<file path="src/rtl/hma_pkg.sv">
package hma_pkg;
    localparam int DATA_W = 32;
    localparam int LANE_W = 8;
    localparam int LANES  = DATA_W / LANE_W;
    localparam int HALF_W = 16;

    typedef enum logic [1:0] {
        SZ_BYTE = 2'b00,
        SZ_HALF = 2'b01,
        SZ_WORD = 2'b10,
        SZ_RSV  = 2'b11
    } acc_size_e;

    typedef struct packed {
        logic              valid;
        logic [DATA_W-1:0] data;
    } rd_state_t;
endpackage

</file>
<file path="src/rtl/hma_addr_gen.sv">
module hma_addr_gen
    import hma_pkg::*;
#(
    parameter int AW    = 12,
    parameter int IMM_W = 3
) (
    input  logic [AW-1:0]    base,
    input  logic [IMM_W-1:0] imm,
    input  acc_size_e        size,
    output logic [AW-1:0]    addr,
    output logic             lane_hi
);
    // byte accesses count the immediate in bytes, others in halfwords
    logic [AW-1:0] off_half;
    logic [AW-1:0] off_byte;

    always_comb begin
        off_half = AW'(imm);
        off_byte = AW'(imm[IMM_W-1:1]);
        if (size == SZ_BYTE) begin
            addr    = base + off_byte;
            lane_hi = imm[0];
        end else begin
            addr    = base + off_half;
            lane_hi = 1'b0;
        end
    end
endmodule

</file>
<file path="src/rtl/hma_wr_steer.sv">
module hma_wr_steer
    import hma_pkg::*;
(
    input  acc_size_e          size,
    input  logic               lane_hi,
    input  logic [DATA_W-1:0]  wdata,
    output logic [LANES-1:0]   be,
    output logic [DATA_W-1:0]  lane_data
);
    localparam int HALF_LANES = HALF_W / LANE_W;

    for (genvar i = 0; i < LANES; i++) begin : g_lane
        localparam int SUB = i % HALF_LANES;
        always_comb begin
            unique case (size)
                SZ_WORD: begin
                    be[i]                       = 1'b1;
                    lane_data[i*LANE_W +: LANE_W] = wdata[i*LANE_W +: LANE_W];
                end
                SZ_HALF: begin
                    be[i]                       = (i < HALF_LANES);
                    lane_data[i*LANE_W +: LANE_W] = wdata[SUB*LANE_W +: LANE_W];
                end
                SZ_BYTE: begin
                    be[i]                       = (i == int'(lane_hi));
                    lane_data[i*LANE_W +: LANE_W] = wdata[LANE_W-1:0];
                end
                default: begin
                    be[i]                       = 1'b0;
                    lane_data[i*LANE_W +: LANE_W] = '0;
                end
            endcase
        end
    end
endmodule

</file>
<file path="src/rtl/hma_rd_align.sv">
module hma_rd_align
    import hma_pkg::*;
(
    input  acc_size_e         size,
    input  logic              sext,
    input  logic              lane_hi,
    input  logic [DATA_W-1:0] rdata,
    output logic [DATA_W-1:0] result
);
    logic [HALF_W-1:0] half_v;
    logic [LANE_W-1:0] byte_v;
    logic              fill;

    always_comb begin
        half_v = rdata[HALF_W-1:0];
        byte_v = lane_hi ? rdata[2*LANE_W-1:LANE_W] : rdata[LANE_W-1:0];
        fill   = 1'b0;
        unique case (size)
            SZ_HALF: begin
                fill   = sext & half_v[HALF_W-1];
                result = {{(DATA_W-HALF_W){fill}}, half_v};
            end
            SZ_BYTE: begin
                fill   = sext & byte_v[LANE_W-1];
                result = {{(DATA_W-LANE_W){fill}}, byte_v};
            end
            default: result = rdata;
        endcase
    end
endmodule

</file>
<file path="src/rtl/hma_mem_access.sv">
module hma_mem_access
    import hma_pkg::*;
#(
    parameter int AW    = 12,
    parameter int IMM_W = 3
) (
    input  logic              clk,
    input  logic              rst_n,
    input  logic              req_valid,
    input  logic              req_write,
    input  logic [1:0]        req_size,
    input  logic              req_signed,
    input  logic [AW-1:0]     req_base,
    input  logic [IMM_W-1:0]  req_imm,
    input  logic [31:0]       req_wdata,
    output logic              ram_en,
    output logic              ram_we,
    output logic [AW-1:0]     ram_addr,
    output logic [3:0]        ram_be,
    output logic [31:0]       ram_wdata,
    input  logic [31:0]       ram_rdata,
    output logic              rd_valid,
    output logic [31:0]       rd_data
);
    acc_size_e         size_w;
    logic              lane_hi_w;
    logic [LANES-1:0]  be_w;
    logic [DATA_W-1:0] steer_w;
    logic [DATA_W-1:0] ext_w;
    logic              acc_ok;
    logic              rd_acc;
    rd_state_t         st_d, st_q;

    assign size_w = acc_size_e'(req_size);

    hma_addr_gen #(.AW(AW), .IMM_W(IMM_W)) u_addr (
        .base    (req_base),
        .imm     (req_imm),
        .size    (size_w),
        .addr    (ram_addr),
        .lane_hi (lane_hi_w)
    );

    hma_wr_steer u_wr (
        .size      (size_w),
        .lane_hi   (lane_hi_w),
        .wdata     (req_wdata),
        .be        (be_w),
        .lane_data (steer_w)
    );

    hma_rd_align u_rd (
        .size    (size_w),
        .sext    (req_signed),
        .lane_hi (lane_hi_w),
        .rdata   (ram_rdata),
        .result  (ext_w)
    );

    always_comb begin
        acc_ok    = req_valid && (size_w != SZ_RSV);
        rd_acc    = acc_ok && !req_write;
        ram_en    = acc_ok;
        ram_we    = acc_ok && req_write;
        ram_be    = ram_we ? be_w : '0;
        ram_wdata = steer_w;
        st_d       = st_q;
        st_d.valid = rd_acc;
        if (rd_acc) begin
            st_d.data = ext_w;
        end
    end

    always_ff @(posedge clk) begin
        if (!rst_n) begin
            st_q <= '0;
        end else begin
            st_q <= st_d;
        end
    end

    assign rd_valid = st_q.valid;
    assign rd_data  = st_q.data;
endmodule

</file>
<file path="config.mk">
export PLATFORM = sky130hd
export DESIGN_NAME = hma_mem_access
export DESIGN_NICKNAME = d
export VERILOG_FILES = /design/src/rtl/hma_pkg.sv /design/src/rtl/hma_addr_gen.sv /design/src/rtl/hma_wr_steer.sv /design/src/rtl/hma_rd_align.sv /design/src/rtl/hma_mem_access.sv
export SDC_FILE = /design/constraint.sdc
export NUM_CORES = 1
export LEC_CHECK = 0
export BUFFER_PORTS_ARGS = -buffer_cell sky130_fd_sc_hd__buf_4
export CAP_MARGIN = 20
export CORE_ASPECT_RATIO = 0.6
export CORE_MARGIN = 2
export CORE_UTILIZATION = 39
export DETAILED_ROUTE_END_ITERATION = 6
export PLACE_DENSITY_LB_ADDON = 0.3
export REMOVE_ABC_BUFFERS = 1
export SLEW_MARGIN = 5
export SYNTH_ARGS = -nofsm -noshare
export SYNTH_HDL_FRONTEND = slang
export SYNTH_SLANG_ARGS = --single-unit
</file>
<file path="constraint.sdc">
create_clock -name clk -period 3.6 [get_ports clk]
set_input_delay 0.72 -clock clk [delete_from_list [all_inputs] [get_ports clk]]
set_output_delay 0.72 -clock clk [all_outputs]
set_load 0.1 [all_outputs]
</file>
==> report_table.html <==
<table>
<tr><th>Metric</th><th>Value</th></tr>
<tr><th colspan="2">Status</th></tr>
<tr><td>Status</td><td>finished clean</td></tr>
<tr><th colspan="2">Power and ir drop</th></tr>
<tr><td>Static leakage</td><td>between 1.5 and 2 nW</td></tr>
<tr><td>VDD IR-drop max</td><td>0.267 mV</td></tr>
<tr><td>Pwr Density</td><td>about 450 nW/µm²</td></tr>
<tr><th colspan="2">Cells and area</th></tr>
<tr><td>Area taken by multi-input logic gates</td><td>1310 µm²</td></tr>
<tr><td>Area delta synth-&gt;final</td><td>65.4%</td></tr>
<tr><td>Final non-filler cell total</td><td>between 400 and 500</td></tr>
<tr><td>Layout filler cell count</td><td>around 440</td></tr>
<tr><td>Antenna diode count</td><td>0</td></tr>
<tr><td>Layout Utilization</td><td>67.8%</td></tr>
<tr><td># nets final</td><td>a little over 500</td></tr>
<tr><td>Share of cells above drive strength 1</td><td>45.3%</td></tr>
<tr><td>FF+latch area</td><td>661 µm²</td></tr>
<tr><th colspan="2">Global route</th></tr>
<tr><td>Number of global-route vias before repair</td><td>around 2.2k</td></tr>
<tr><td>Tot GR Track Use</td><td>approximately 23%</td></tr>
<tr><td>Number of antenna violations at the first check in global routing</td><td>0</td></tr>
<tr><td>First-pass GRT wire length</td><td>~11000 µm</td></tr>
<tr><td>Remaining global-route overflow</td><td>0</td></tr>
<tr><td>Pin count of the biggest net entering global routing</td><td>66</td></tr>
<tr><th colspan="2">Detailed routing</th></tr>
<tr><td>Final routed DRC violation total</td><td>0</td></tr>
<tr><td>Length of the first detailed-routing pass in iterations</td><td>6</td></tr>
<tr><td>Count of antenna-violating nets left after detailed routing</td><td>0</td></tr>
<tr><td>Vias per std cell</td><td>5.23</td></tr>
<tr><td>Wire per inst</td><td>~15 µm</td></tr>
<tr><td>Via count</td><td>approximately 2.6k</td></tr>
<tr><td>Violation count after the first detailed-routing iteration</td><td>around 190</td></tr>
<tr><td>Aggregate routed wire length</td><td>approximately 7400 µm</td></tr>
<tr><th colspan="2">STA</th></tr>
<tr><td>Worst Clk Skew</td><td>0 ps</td></tr>
<tr><td>Highest attainable clock frequency</td><td>0.285 GHz</td></tr>
<tr><td>Actual transition at the worst max-transition pin</td><td>around 830 ps</td></tr>
<tr><td>Clock period minus final worst setup slack</td><td>approximately 3500 ps</td></tr>
<tr><td>Share of the clock period used by the worst path</td><td>a little over nine tenths</td></tr>
<tr><td>Final Setup Violations</td><td>0</td></tr>
<tr><td>Final Max Tran Viols</td><td>0</td></tr>
<tr><td>Slew margin rel.</td><td>~45%</td></tr>
<tr><td>Final hold violation count</td><td>0</td></tr>
<tr><th colspan="2">Critical path</th></tr>
<tr><td>Crit Reg-Reg Startpoint</td><td>rd_data[26]</td></tr>
<tr><td>Logic depth of the worst register-to-register path</td><td>2</td></tr>
<tr><td>Critical path type</td><td>primary input to output pin</td></tr>
<tr><td>Peak per-stage delay on the critical path</td><td>around 360 ps</td></tr>
<tr><td>Highest-delay cell along the critical path</td><td>nor4b_2</td></tr>
<tr><td>Crit path DAT</td><td>about 2800 ps</td></tr>
<tr><td>CP Launch Type</td><td>primary input</td></tr>
<tr><td>Critical path endpoint category</td><td>output pin</td></tr>
<tr><td>R2r endpoint</td><td>rd_data[26]</td></tr>
<tr><td>Worst reg2reg setup slack</td><td>between 2000 and 3000 ps</td></tr>
<tr><td>Highest net fanout along the worst path</td><td>5</td></tr>
<tr><td>Data required, critical path</td><td>~2900 ps</td></tr>
<tr><td>Crit-path cells</td><td>buf_4 -&gt; inv_1 -&gt; ha_2 -&gt; mux2_2 -&gt; ha_1 -&gt; a21o_1 -&gt; a21oi_2 -&gt; nor4b_2 -&gt; xor2_1 -&gt; buf_6</td></tr>
<tr><th colspan="2">Flow run</th></tr>
<tr><td>Max capacitance violation total</td><td>0</td></tr>
<tr><th colspan="2">Die</th></tr>
<tr><td>Die area</td><td>~6000 µm²</td></tr>
<tr><td>Die width</td><td>approximately 99 µm</td></tr>
<tr><td>Number of placement rows</td><td>20</td></tr>
<tr><td>Initial Utilization</td><td>between 40% and 50%</td></tr>
<tr><td>Area of the core region</td><td>approximately 5000 µm²</td></tr>
<tr><td>Chip Height</td><td>between 60 and 70 µm</td></tr>
<tr><td>Io pins</td><td>169</td></tr>
<tr><th colspan="2">Placement</th></tr>
<tr><td>Routability congestion estimate</td><td>approximately 0.8</td></tr>
<tr><td>Buffers on Ports</td><td>between 150 and 200</td></tr>
<tr><td>Placed instance count</td><td>approximately 480</td></tr>
<tr><td>Detailed placer's ending HPWL</td><td>roughly 5700 µm</td></tr>
<tr><th colspan="2">Clock tree</th></tr>
<tr><td>Buffer depth of the longest clock path</td><td>2</td></tr>
<tr><td>Number of clock sinks</td><td>33</td></tr>
<tr><td>Clock network latency to the later pin of the worst-skew pair</td><td>270 ps</td></tr>
<tr><td>Clock-pin slew on the worst setup and hold paths</td><td>roughly 60 ps</td></tr>
<tr><td>Hold-fix buffers, CTS</td><td>0</td></tr>
<tr><td>Root cell of the clock tree</td><td>clkbuf_8</td></tr>
<tr><td>Clock buffers created by TritonCTS</td><td>5</td></tr>
<tr><td>Clock tree from TritonCTS</td><td>built</td></tr>
<tr><td>Deepest level of the CTS H-tree</td><td>2</td></tr>
<tr><th colspan="2">Synth</th></tr>
<tr><td>Synth cell count leaders</td><td>dfxtp_1, nor2_1, o21ai_0</td></tr>
<tr><td>Number of warnings reported in the yosys synthesis log</td><td>0</td></tr>
<tr><td>Synthesized area</td><td>2100 µm²</td></tr>
<tr><td>Average cell area after synthesis</td><td>7.76 µm²</td></tr>
<tr><td>Cells taking the most area after synthesis</td><td>dfxtp_1, a22oi_1, o21ai_0</td></tr>
<tr><td>Share of synthesized area occupied by flip-flops and latches</td><td>roughly a third</td></tr>
<tr><td>Biggest area consumer among synthesized cells</td><td>dfxtp_1</td></tr>
<tr><td>Synthesized flop and latch total</td><td>33</td></tr>
<tr><td>Proportion of netlist area held by the largest area contributor</td><td>31.4%</td></tr>
<tr><td>Most instantiated library cell after synthesis</td><td>dfxtp_1</td></tr>
<tr><td>Syn Inst Count</td><td>roughly 270</td></tr>
<tr><td>Main flop type after synthesis</td><td>dfxtp_1</td></tr>
<tr><td>Count of flip-flops with a built-in enable after synthesis</td><td>0</td></tr>
<tr><td>Count of distinct cell types in the synthesized netlist</td><td>37</td></tr>
<tr><td>Share of flip-flops with an asynchronous set or reset</td><td>0%</td></tr>
<tr><th colspan="2">Worst hold path</th></tr>
<tr><td>Worst Hold Depth</td><td>2</td></tr>
<tr><td>Class of the tightest hold or removal check</td><td>register to register</td></tr>
<tr><td>Worst min-delay path startpoint</td><td>rd_data[27]</td></tr>
<tr><td>Worst Hold Endpoint</td><td>rd_data[27]</td></tr>
</table>
[cell type report]
type / instances / area share, %
timing repair buffer: 173 / 38.1
tap: 66 / 2.37
inverter: 4 / 0.432
sequential: 33 / 19.0
clock buffer: 7 / 2.48
multi-input combinational: 207 / 37.6
[timing repair]
| item | CTS | global route |
|---|---|---|
| endpoints found under the setup margin | 2 | 7 |
| buffers inserted | 0 | 0 |
| pin swaps | 0 | 2 |
| resized for setup | 1 | 9 |
[worst max-delay path, delay by kind of cell]
family          cells  cell delay (ps)
xor+xnor            1              230
mux                 1              340
simple gates        1              360
fa+ha+maj           2              450
compound gates      2              220
buf+inv             3              450
[how the worst max path moves through the flow]
stage	startpoint	endpoint	slack (ps)	depth (start not counted)
after floorplan	req_size[0]	ram_addr[11]	-1180	8
after global placement	req_size[0]	ram_addr[9]	30	10
after detailed placement	req_size[0]	ram_addr[11]	-10	10
after CTS	req_size[0]	ram_addr[11]	-20	10
after global routing	req_size[0]	ram_addr[9]	-30	10
final	req_size[0]	ram_addr[9]	90	10
[metal layers]
metal / global-route usage (%) / up-vias / share of wire, %
met2: 39.0 / 111 / 47
li1: - / 1288 / -
met4: 4.31 / 0 / 1.1
met5: 0 / - / 0
met1: 30.3 / 1155 / 43
met3: 6.68 / 8 / 8.5
[sequential cells by signal, summed over array words and instances, names as in the netlist]
name and cells:
rd_valid 1, rd_data 32
[through the flow]
step | setup WS, ps | instance area (µm²) | hold WS, ps | total power, mW | TNS [ps]
2_1_floorplan | -1180 | 1950 | 842 | 1.05 | -12370
3_3_place_gp | 30.3 | 3350 | 506 | 1.28 | 0
3_5_place_dp | -13.8 | 3350 | 511 | 1.29 | -20.3
4_1_cts | -16.1 | 3440 | 524 | 1.56 | -16.1
5_1_grt | -26.9 | 3480 | 539 | 1.62 | -53.5
6_report | 94.8 | 3480 | 522 | 1.55 | 0
[cells by family (layout without fill, tap and decap cells)]
| kind of cell | Yosys count | in the layout | share of synthesized area, % |
|---|---|---|---|
| AO/OA/AOI/OAI | 110 | 110 | 32.9 |
| AND/OR/NAND/NOR | 77 | 77 | 17.6 |
| flip-flops | 33 | 33 | 31.4 |
| buffers and inverters | 31 | 184 | 7.74 |
| XOR/XNOR | 10 | 10 | 4.17 |
| adder cells (fa/ha/maj) | 8 | 8 | 5.12 |
| multiplexers | 2 | 2 | 1.01 |
[where the power goes]
part           switching, mW  leakage [nW]  internal, mW
Clock                  0.117        0.0443         0.151
Sequential            0.0118         0.271         0.389
Combinational          0.669          1.40         0.214
Total                  0.798          1.72         0.754
[layout by cell type (no fill, tap or decap), types with 2 or more instances in the layout]
master    netlist  final
nand2_1        22     22
a31oi_1        16     16
a21oi_1        26     25
a222oi_1        8      8
xor2_1          7      7
buf_6           3      4
o21ai_1         3      3
clkbuf_8        0      6
nor2_1         30     30
a21o_1          2      2
dfxtp_1        33     33
nand2b_1        2      2
ha_1            7      6
xnor2_1         3      3
nor2b_1         9      9
and2_1          2      2
o21ai_0        30     30
buf_4           3    168
nor4b_2         0      2
inv_1           4      4
a22oi_1        24     24
No activity file was read; power rests on OpenSTA's default activity.
